File: src/rtl/pkt_framer_pkg.sv
package pkt_framer_pkg;
  typedef enum logic [1:0] {ST_FILL, ST_HDR, ST_TIME, ST_PAY} framerState_t;

  typedef struct packed {
    logic bufWrite;
    logic startPkt;
    logic pktDone;
    logic clearAll;
  } framerStrobe_t;
endpackage

File: src/rtl/pkt_framer_ctrl.sv
module pkt_framer_ctrl
  import pkt_framer_pkg::*;
#(
  parameter int CNT_W = 5
) (
  input  logic             clk,
  input  logic             rst,
  input  logic             clear,
  input  logic             cfgOk,
  input  logic [CNT_W-1:0] linesPerPkt,
  input  logic             cfgTimed,
  input  logic             inValid,
  input  logic             inLast,
  input  logic             outReady,
  output logic             inReady,
  output logic             outValid,
  output logic             outLast,
  output framerState_t     state,
  output logic [CNT_W-1:0] wrCnt,
  output logic [CNT_W-1:0] rdIdx,
  output logic [CNT_W-1:0] pktLines,
  output logic             pktTimed,
  output framerStrobe_t    strobe
);
  logic accept, fire, closing;
  logic [CNT_W-1:0] cntNext;

  assign cntNext  = CNT_W'(wrCnt + 1'b1);
  assign inReady  = (state == ST_FILL) && cfgOk;
  assign accept   = inReady && inValid;
  assign closing  = accept && ((cntNext == linesPerPkt) || inLast);
  assign outValid = (state != ST_FILL) && cfgOk;
  assign fire     = outValid && outReady;
  assign outLast  = (state == ST_PAY) && (rdIdx == CNT_W'(pktLines - 1'b1));

  always_comb begin
    strobe.bufWrite = accept;
    strobe.startPkt = closing;
    strobe.pktDone  = fire && outLast;
    strobe.clearAll = clear;
  end

  always_ff @(posedge clk) begin
    if (rst || clear) begin
      state    <= ST_FILL;
      wrCnt    <= '0;
      rdIdx    <= '0;
      pktLines <= '0;
      pktTimed <= 1'b0;
    end else begin
      unique case (state)
        ST_FILL: if (accept) begin
          wrCnt <= cntNext;
          if (closing) begin
            state    <= ST_HDR;
            pktLines <= cntNext;
            pktTimed <= cfgTimed;
            wrCnt    <= '0;
          end
        end
        ST_HDR: if (fire) begin
          state <= pktTimed ? ST_TIME : ST_PAY;
          rdIdx <= '0;
        end
        ST_TIME: if (fire) state <= ST_PAY;
        ST_PAY: if (fire) begin
          if (outLast) state <= ST_FILL;
          else rdIdx <= CNT_W'(rdIdx + 1'b1);
        end
        default: state <= ST_FILL;
      endcase
    end
  end
endmodule

File: src/rtl/pkt_framer_dp.sv
module pkt_framer_dp
  import pkt_framer_pkg::*;
#(
  parameter int MAX_LINES = 16,
  parameter int IDX_W     = 4,
  parameter int CNT_W     = 5
) (
  input  logic             clk,
  input  logic             rst,
  input  framerStrobe_t    strobe,
  input  framerState_t     state,
  input  logic [IDX_W-1:0] wrIdx,
  input  logic [IDX_W-1:0] rdIdx,
  input  logic [CNT_W-1:0] pktLines,
  input  logic             pktTimed,
  input  logic [63:0]      inData,
  input  logic             inLast,
  input  logic [15:0]      cfgSpp,
  input  logic [15:0]      cfgTicks,
  input  logic [15:0]      cfgSrcId,
  input  logic [15:0]      cfgDstId,
  input  logic [63:0]      cfgStartTime,
  output logic [63:0]      outData
);
  logic [63:0] lineBuf [MAX_LINES];
  logic [11:0] seqNum;
  logic [63:0] pktTime, nextTime;
  logic        burstStart, eobLat;
  logic [15:0] dstSeen;
  logic [15:0] lenField;
  logic [31:0] stepTicks;
  logic [63:0] header;

  assign stepTicks = cfgTicks * cfgSpp;
  assign lenField  = {13'(16'(pktLines) + 16'(pktTimed) + 16'd1), 3'b000};
  assign header    = {2'b00, pktTimed, eobLat, seqNum, lenField, cfgSrcId, cfgDstId};

  always_ff @(posedge clk) begin
    if (strobe.bufWrite) lineBuf[wrIdx] <= inData;
  end

  always_ff @(posedge clk) begin
    if (rst || strobe.clearAll) begin
      seqNum     <= '0;
      pktTime    <= '0;
      nextTime   <= '0;
      burstStart <= 1'b1;
      eobLat     <= 1'b0;
      dstSeen    <= cfgDstId;
    end else begin
      if (strobe.startPkt) begin
        eobLat  <= inLast;
        pktTime <= burstStart ? cfgStartTime : nextTime;
      end
      if (strobe.pktDone) begin
        seqNum     <= seqNum + 12'd1;
        nextTime   <= pktTime + 64'(stepTicks);
        burstStart <= eobLat;
      end
      if (cfgDstId != dstSeen) begin
        dstSeen <= cfgDstId;
        seqNum  <= '0;
      end
    end
  end

  always_comb begin
    unique case (state)
      ST_HDR:  outData = header;
      ST_TIME: outData = pktTime;
      ST_PAY:  outData = lineBuf[rdIdx];
      default: outData = '0;
    endcase
  end
endmodule

File: src/rtl/pkt_framer.sv
module pkt_framer
  import pkt_framer_pkg::*;
#(
  parameter int MAX_LINES = 16
) (
  input  logic        clk,
  input  logic        rst,
  input  logic        clear,
  input  logic [15:0] cfgSpp,
  input  logic [3:0]  cfgBps,
  input  logic [15:0] cfgTicks,
  input  logic        cfgTimed,
  input  logic [15:0] cfgSrcId,
  input  logic [15:0] cfgDstId,
  input  logic [63:0] cfgStartTime,
  input  logic [63:0] inData,
  input  logic        inValid,
  input  logic        inLast,
  output logic        inReady,
  output logic [63:0] outData,
  output logic        outValid,
  output logic        outLast,
  input  logic        outReady
);
  localparam int IDX_W = $clog2(MAX_LINES);
  localparam int CNT_W = $clog2(MAX_LINES + 1);

  logic [19:0]      sizeBytes;
  logic [16:0]      linesWide;
  logic             cfgOk;
  logic [CNT_W-1:0] linesPerPkt, wrCnt, rdIdx, pktLines;
  logic             pktTimed;
  framerState_t     state;
  framerStrobe_t    strobe;

  assign sizeBytes   = {4'b0, cfgSpp} * {16'b0, cfgBps};
  assign linesWide   = sizeBytes[19:3];
  assign cfgOk       = (cfgSpp != 16'd0) && (linesWide != 17'd0) && (linesWide <= 17'(MAX_LINES));
  assign linesPerPkt = CNT_W'(linesWide);

  pkt_framer_ctrl #(.CNT_W(CNT_W)) u_ctrl (
    .clk(clk), .rst(rst), .clear(clear), .cfgOk(cfgOk), .linesPerPkt(linesPerPkt),
    .cfgTimed(cfgTimed), .inValid(inValid), .inLast(inLast), .outReady(outReady),
    .inReady(inReady), .outValid(outValid), .outLast(outLast), .state(state),
    .wrCnt(wrCnt), .rdIdx(rdIdx), .pktLines(pktLines), .pktTimed(pktTimed),
    .strobe(strobe)
  );

  pkt_framer_dp #(.MAX_LINES(MAX_LINES), .IDX_W(IDX_W), .CNT_W(CNT_W)) u_dp (
    .clk(clk), .rst(rst), .strobe(strobe), .state(state),
    .wrIdx(wrCnt[IDX_W-1:0]), .rdIdx(rdIdx[IDX_W-1:0]), .pktLines(pktLines),
    .pktTimed(pktTimed), .inData(inData), .inLast(inLast), .cfgSpp(cfgSpp),
    .cfgTicks(cfgTicks), .cfgSrcId(cfgSrcId), .cfgDstId(cfgDstId),
    .cfgStartTime(cfgStartTime), .outData(outData)
  );
endmodule

File: config.mk
export PLATFORM = sky130hd
export DESIGN_NAME = pkt_framer
export DESIGN_NICKNAME = d
export VERILOG_FILES = /design/src/rtl/pkt_framer_pkg.sv /design/src/rtl/pkt_framer_ctrl.sv /design/src/rtl/pkt_framer_dp.sv /design/src/rtl/pkt_framer.sv
export SDC_FILE = /design/constraint.sdc
export NUM_CORES = 2
export LEC_CHECK = 0
export BUFFER_PORTS_ARGS = -buffer_cell sky130_fd_sc_hd__buf_2
export CORE_ASPECT_RATIO = 1.4
export CORE_MARGIN = 8
export CORE_UTILIZATION = 45
export CTS_BUF_LIST = sky130_fd_sc_hd__clkbuf_16
export DETAILED_ROUTE_END_ITERATION = 7
export PLACE_DENSITY_LB_ADDON = 0.2
export SYNTH_ARGS = -nofsm -noshare
export SYNTH_HDL_FRONTEND = slang
export SYNTH_SLANG_ARGS = --single-unit
export TNS_END_PERCENT = 100
File: constraint.sdc
create_clock -name clk -period 13 [get_ports clk]
set_clock_uncertainty 0.05 [all_clocks]
set_input_delay 1.3 -clock clk [delete_from_list [all_inputs] [get_ports clk]]
set_output_delay 1.3 -clock clk [all_outputs]
set_load 0.01 [all_outputs]
==> impl_metrics.ini <==
[cts]
insertion_delay_ps = 720
cts_root_buf = clkbuf_16
path_clk_slew_ps = 60
cts_buffers = 112
post_cts_buffers = 0
clockBufferDepth = 3
ctsResizeCount = 0
cts_tree = done
htreeDepth = 3
cts_num_sinks = 1204
cts_hold_buffers = 0

[timing]
setup_viol = 0
setup_tns_ps = 0
fin_crit_ps = 7596
slew_headroom_pct = 27.47
hold_viol = 0
fin_crit_sh_pct = 58.43
worstMarginPinSlew_ps = 1081
rsz0062_at_grt = no
fmax_mhz = 131.7
maxSlewViolCount = 0

[grt]
grtUsageTotal_pct = 22.46
antenna_found_initial = 41
first_global_vias = 36800
grt_pass1_wl_microns = 241800
grt-ovfl-total = 0
grt_max_degree = 93

[detailed_routing]
antenna_left = 0
avgViaCountPerCell = 5.799
route.final.wire_length_microns = 163100
drt-wirelength-per-cell_microns = 26.69
drt_iter0_drc = 3101
drt_first_pass_iters = 8
met3WireLength_microns = 11550
met2_length_microns = 79780
drc = 5
routed-via-count = 35450
maxUsedRoutingLayer = met5
wl_met1_microns = 66360

[yosys]
synth_edf_count = 1040
seq_area_frac_synth_pct = 57.75
netlist.area_leader.share_pct = 52.26
ys_ff_latch = 1204
avgSynthCellArea_sq_um = 14.81
synth_xor_area_share_pct = 1.539
synth_top_flop_cell = edfxtp_1
synth_compound_area_share_pct = 4.995
yosysWarnings = 0
synthesis.nets = 4637
synthAdderAreaFrac_pct = 11.58
yosysUniqueCellTypes = 76
synth-async-reset-ratio_pct = 0
synth_area_sq_um = 59760
synth.area.top_cells = edfxtp_1 (52%), mux4_2 (12%), fa_1 (8.5%)
synth_cells = 4034
synth.mux.area_fraction_pct = 13.27
synth_simple_gate_area_share_pct = 6.942
yosysTopAreaCell = edfxtp_1
synth_top_family_by_area = multiplexers

[worst_setup_path]
worst-setup-path-type = in2reg
reg2reg_setup_slack_ps = 7270
arrival_ps = 7910
critPathSlowestCell = nor3_2
cp-start-kind = input pin
r2r-start = u_dp.pktTime[15]$_SDFFE_PP0P_
required_ps = 13310
crit_path_max_fanout = 32
cpMostUsedCell = buf_4
reg2regPathDepth = 17
worst_setup_path_end_kind = flip-flop
max_stage_delay_ps = 810
path_cells = buf_2 > nand2_1 > fa_1 > fa_1 > inv_1 > ha_1 > a21oi_1 > o221ai_2 > a41oi_2 > o21ai_1 > xor2_1 > or4_4 > nor4_2 > buf_4 > nand2_1 > nor3_2 > buf_4 > buf_4
timing.rr.end = u_dp.nextTime[46]$_SDFFE_PP0P_

[power]
peakVddDrop_mv = 0.1793
power_density_nw_per_um2 = 163.7
p_leak_nw = 23.62

[place]
port_buffers = 269
placed_cells = 5881
gp_congestion = 0.8979
dp_hpwl_microns = 107700

[floorplan]
coreArea_sq_um = 132100
start_util_pct = 45.26
io-pin-count = 270
die_h_microns = 447.2
rows = 158
die_area_sq_um = 144900
die_w_microns = 324

[finish]
layout_common_cells = edfxtp_1 (1040), inv_1 (399), nand2_1 (331)
final_common_cell = edfxtp_1
nets = 4838
area_growth_pct = 11.66
drive_gt1_share_pct = 19.88
stdcell_count = 6112

[status]
outcome = finished, violations left
violations = DRC

[worst_hold_path]
holdPathEnd = u_dp.nextTime[33]$_SDFFE_PP0P_
holdCritStartpoint = u_dp.nextTime[33]$_SDFFE_PP0P_
hp-class = reg2reg
worstHoldPathCells = 2

[flow_run]
cap_violations = 0
## synth_stat cells, types with 4 or more instances
cell,number
a211oi_1,74
buf_1,35
and2_1,142
o2111ai_1,5
a21oi_1,125
or4_1,4
and3_1,18
a21o_1,19
o22ai_1,9
nand2_1,332
a22oi_1,14
o21ai_0,64
or2_2,7
and4_1,6
nor3_1,31
xor2_1,35
nor4_1,16
dfxtp_1,164
clkbuf_1,171
or3_1,9
o211ai_1,10
buf_4,5
o21a_1,10
nand3b_1,7
nand2b_1,9
nand3_1,34
o21ai_1,7
mux4_2,320
a31oi_1,9
inv_1,373
buf_2,27
nor2_1,216
xnor2_1,70
nor2b_1,11
nand4_1,29
mux2i_1,71
a221oi_1,5
ha_1,146
edfxtp_1,1040
o31ai_1,6
fa_1,254
a222oi_1,50
## logic make-up after synthesis
| logic type | after synthesis |
|---|---|
| and+or+nand+nor | 883 |
| muxes | 392 |
| AOI/OAI and AO/OA | 438 |
| buffers and inverters | 611 |
| DFF | 1204 |
| adders and majority gates | 401 |
| xor gates and xnor gates | 105 |
## worst max-delay path by stage
stage | cells past startpoint | from | end | slack (ps)
6_report | 18 | cfgSpp[7] | u_dp.lineBuf[0][39]$_DFFE_PP_ | 5400
4_1_cts | 18 | cfgSpp[7] | u_dp.lineBuf[1][53]$_DFFE_PP_ | 5410
3_5_place_dp | 18 | cfgSpp[7] | u_dp.lineBuf[1][35]$_DFFE_PP_ | 4670
2_1_floorplan | 17 | cfgSpp[0] | u_dp.lineBuf[0][0]$_DFFE_PP_ | 2600
5_1_grt | 18 | cfgSpp[12] | u_dp.lineBuf[1][38]$_DFFE_PP_ | 5040
3_3_place_gp | 20 | cfgSpp[10] | u_dp.nextTime[48]$_SDFFE_PP0P_ | 4750
## registers in the layout, summed over array words and instances (netlist names), named ones only
| register | cells |
|---|---|
| u_ctrl.pktLines | 5 |
| u_ctrl.pktTimed | 1 |
| u_ctrl.rdIdx | 5 |
| u_ctrl.state | 2 |
| u_ctrl.wrCnt | 5 |
| u_dp.burstStart | 1 |
| u_dp.dstSeen | 16 |
| u_dp.eobLat | 1 |
| u_dp.lineBuf | 1024 |
| u_dp.nextTime | 64 |
| u_dp.pktTime | 64 |
| u_dp.seqNum | 12 |
## metrics by stage
| step | hold WS, ps | power, mW | instance area, sq um | setup slack (ps) | utilization, % |
|---|---|---|---|---|---|
| floorplan | 381.2 | 6.755 | 59760 | 2596 | - |
| global placement | 388.2 | 7.673 | 62980 | 4746 | 47.69 |
| detailed placement | 396.3 | 7.671 | 62980 | 4665 | 47.69 |
| CTS | 404.8 | 11.00 | 66680 | 5410 | 50.49 |
| global route | 428.5 | 11.54 | 66700 | 5039 | 50.51 |
| finish | 401.5 | 10.93 | 66730 | 5404 | 50.53 |
## per-layer routing
| metal | track usage [%] | vias up |
|---|---|---|
| met1 | 29.88 | 18580 |
| met3 | 4.059 | 275 |
| met2 | 37.45 | 1242 |
| met5 | 0 | - |
| met4 | 7.200 | 14 |
| li1 | - | 15330 |
## power by group
part,switching [mW],total (mW),leakage (nW),internal [mW]
Clock,1.44,3.31,1.92,1.86
Sequential,0.00112,4.19,10.7,4.19
Combinational,2.08,3.43,11.0,1.34
Total,3.53,10.9,23.6,7.40
## area by class of cell
| class | count | area (sq um) |
|---|---|---|
| multi-input cells | 2219 | 23080 |
| clock inverters | 95 | 819.5 |
| well taps | 1760 | 2202 |
| flip-flops and latches | 1204 | 34530 |
| clock buffers | 115 | 2878 |
| inverters | 373 | 1400 |
| fillers | 11240 | 65330 |
| diodes | 21 | 52.55 |
| repair buffers | 325 | 1767 |
## worst max-delay path: cells and delay by family
kind	cells	cell delay, ps
and+or+nand+nor	5	2040
adders and majority gates	3	1510
buffers and inverters	5	1930
AOI/OAI and AO/OA	4	900
xor gates and xnor gates	1	170
No activity file was read; power rests on OpenSTA's default activity.
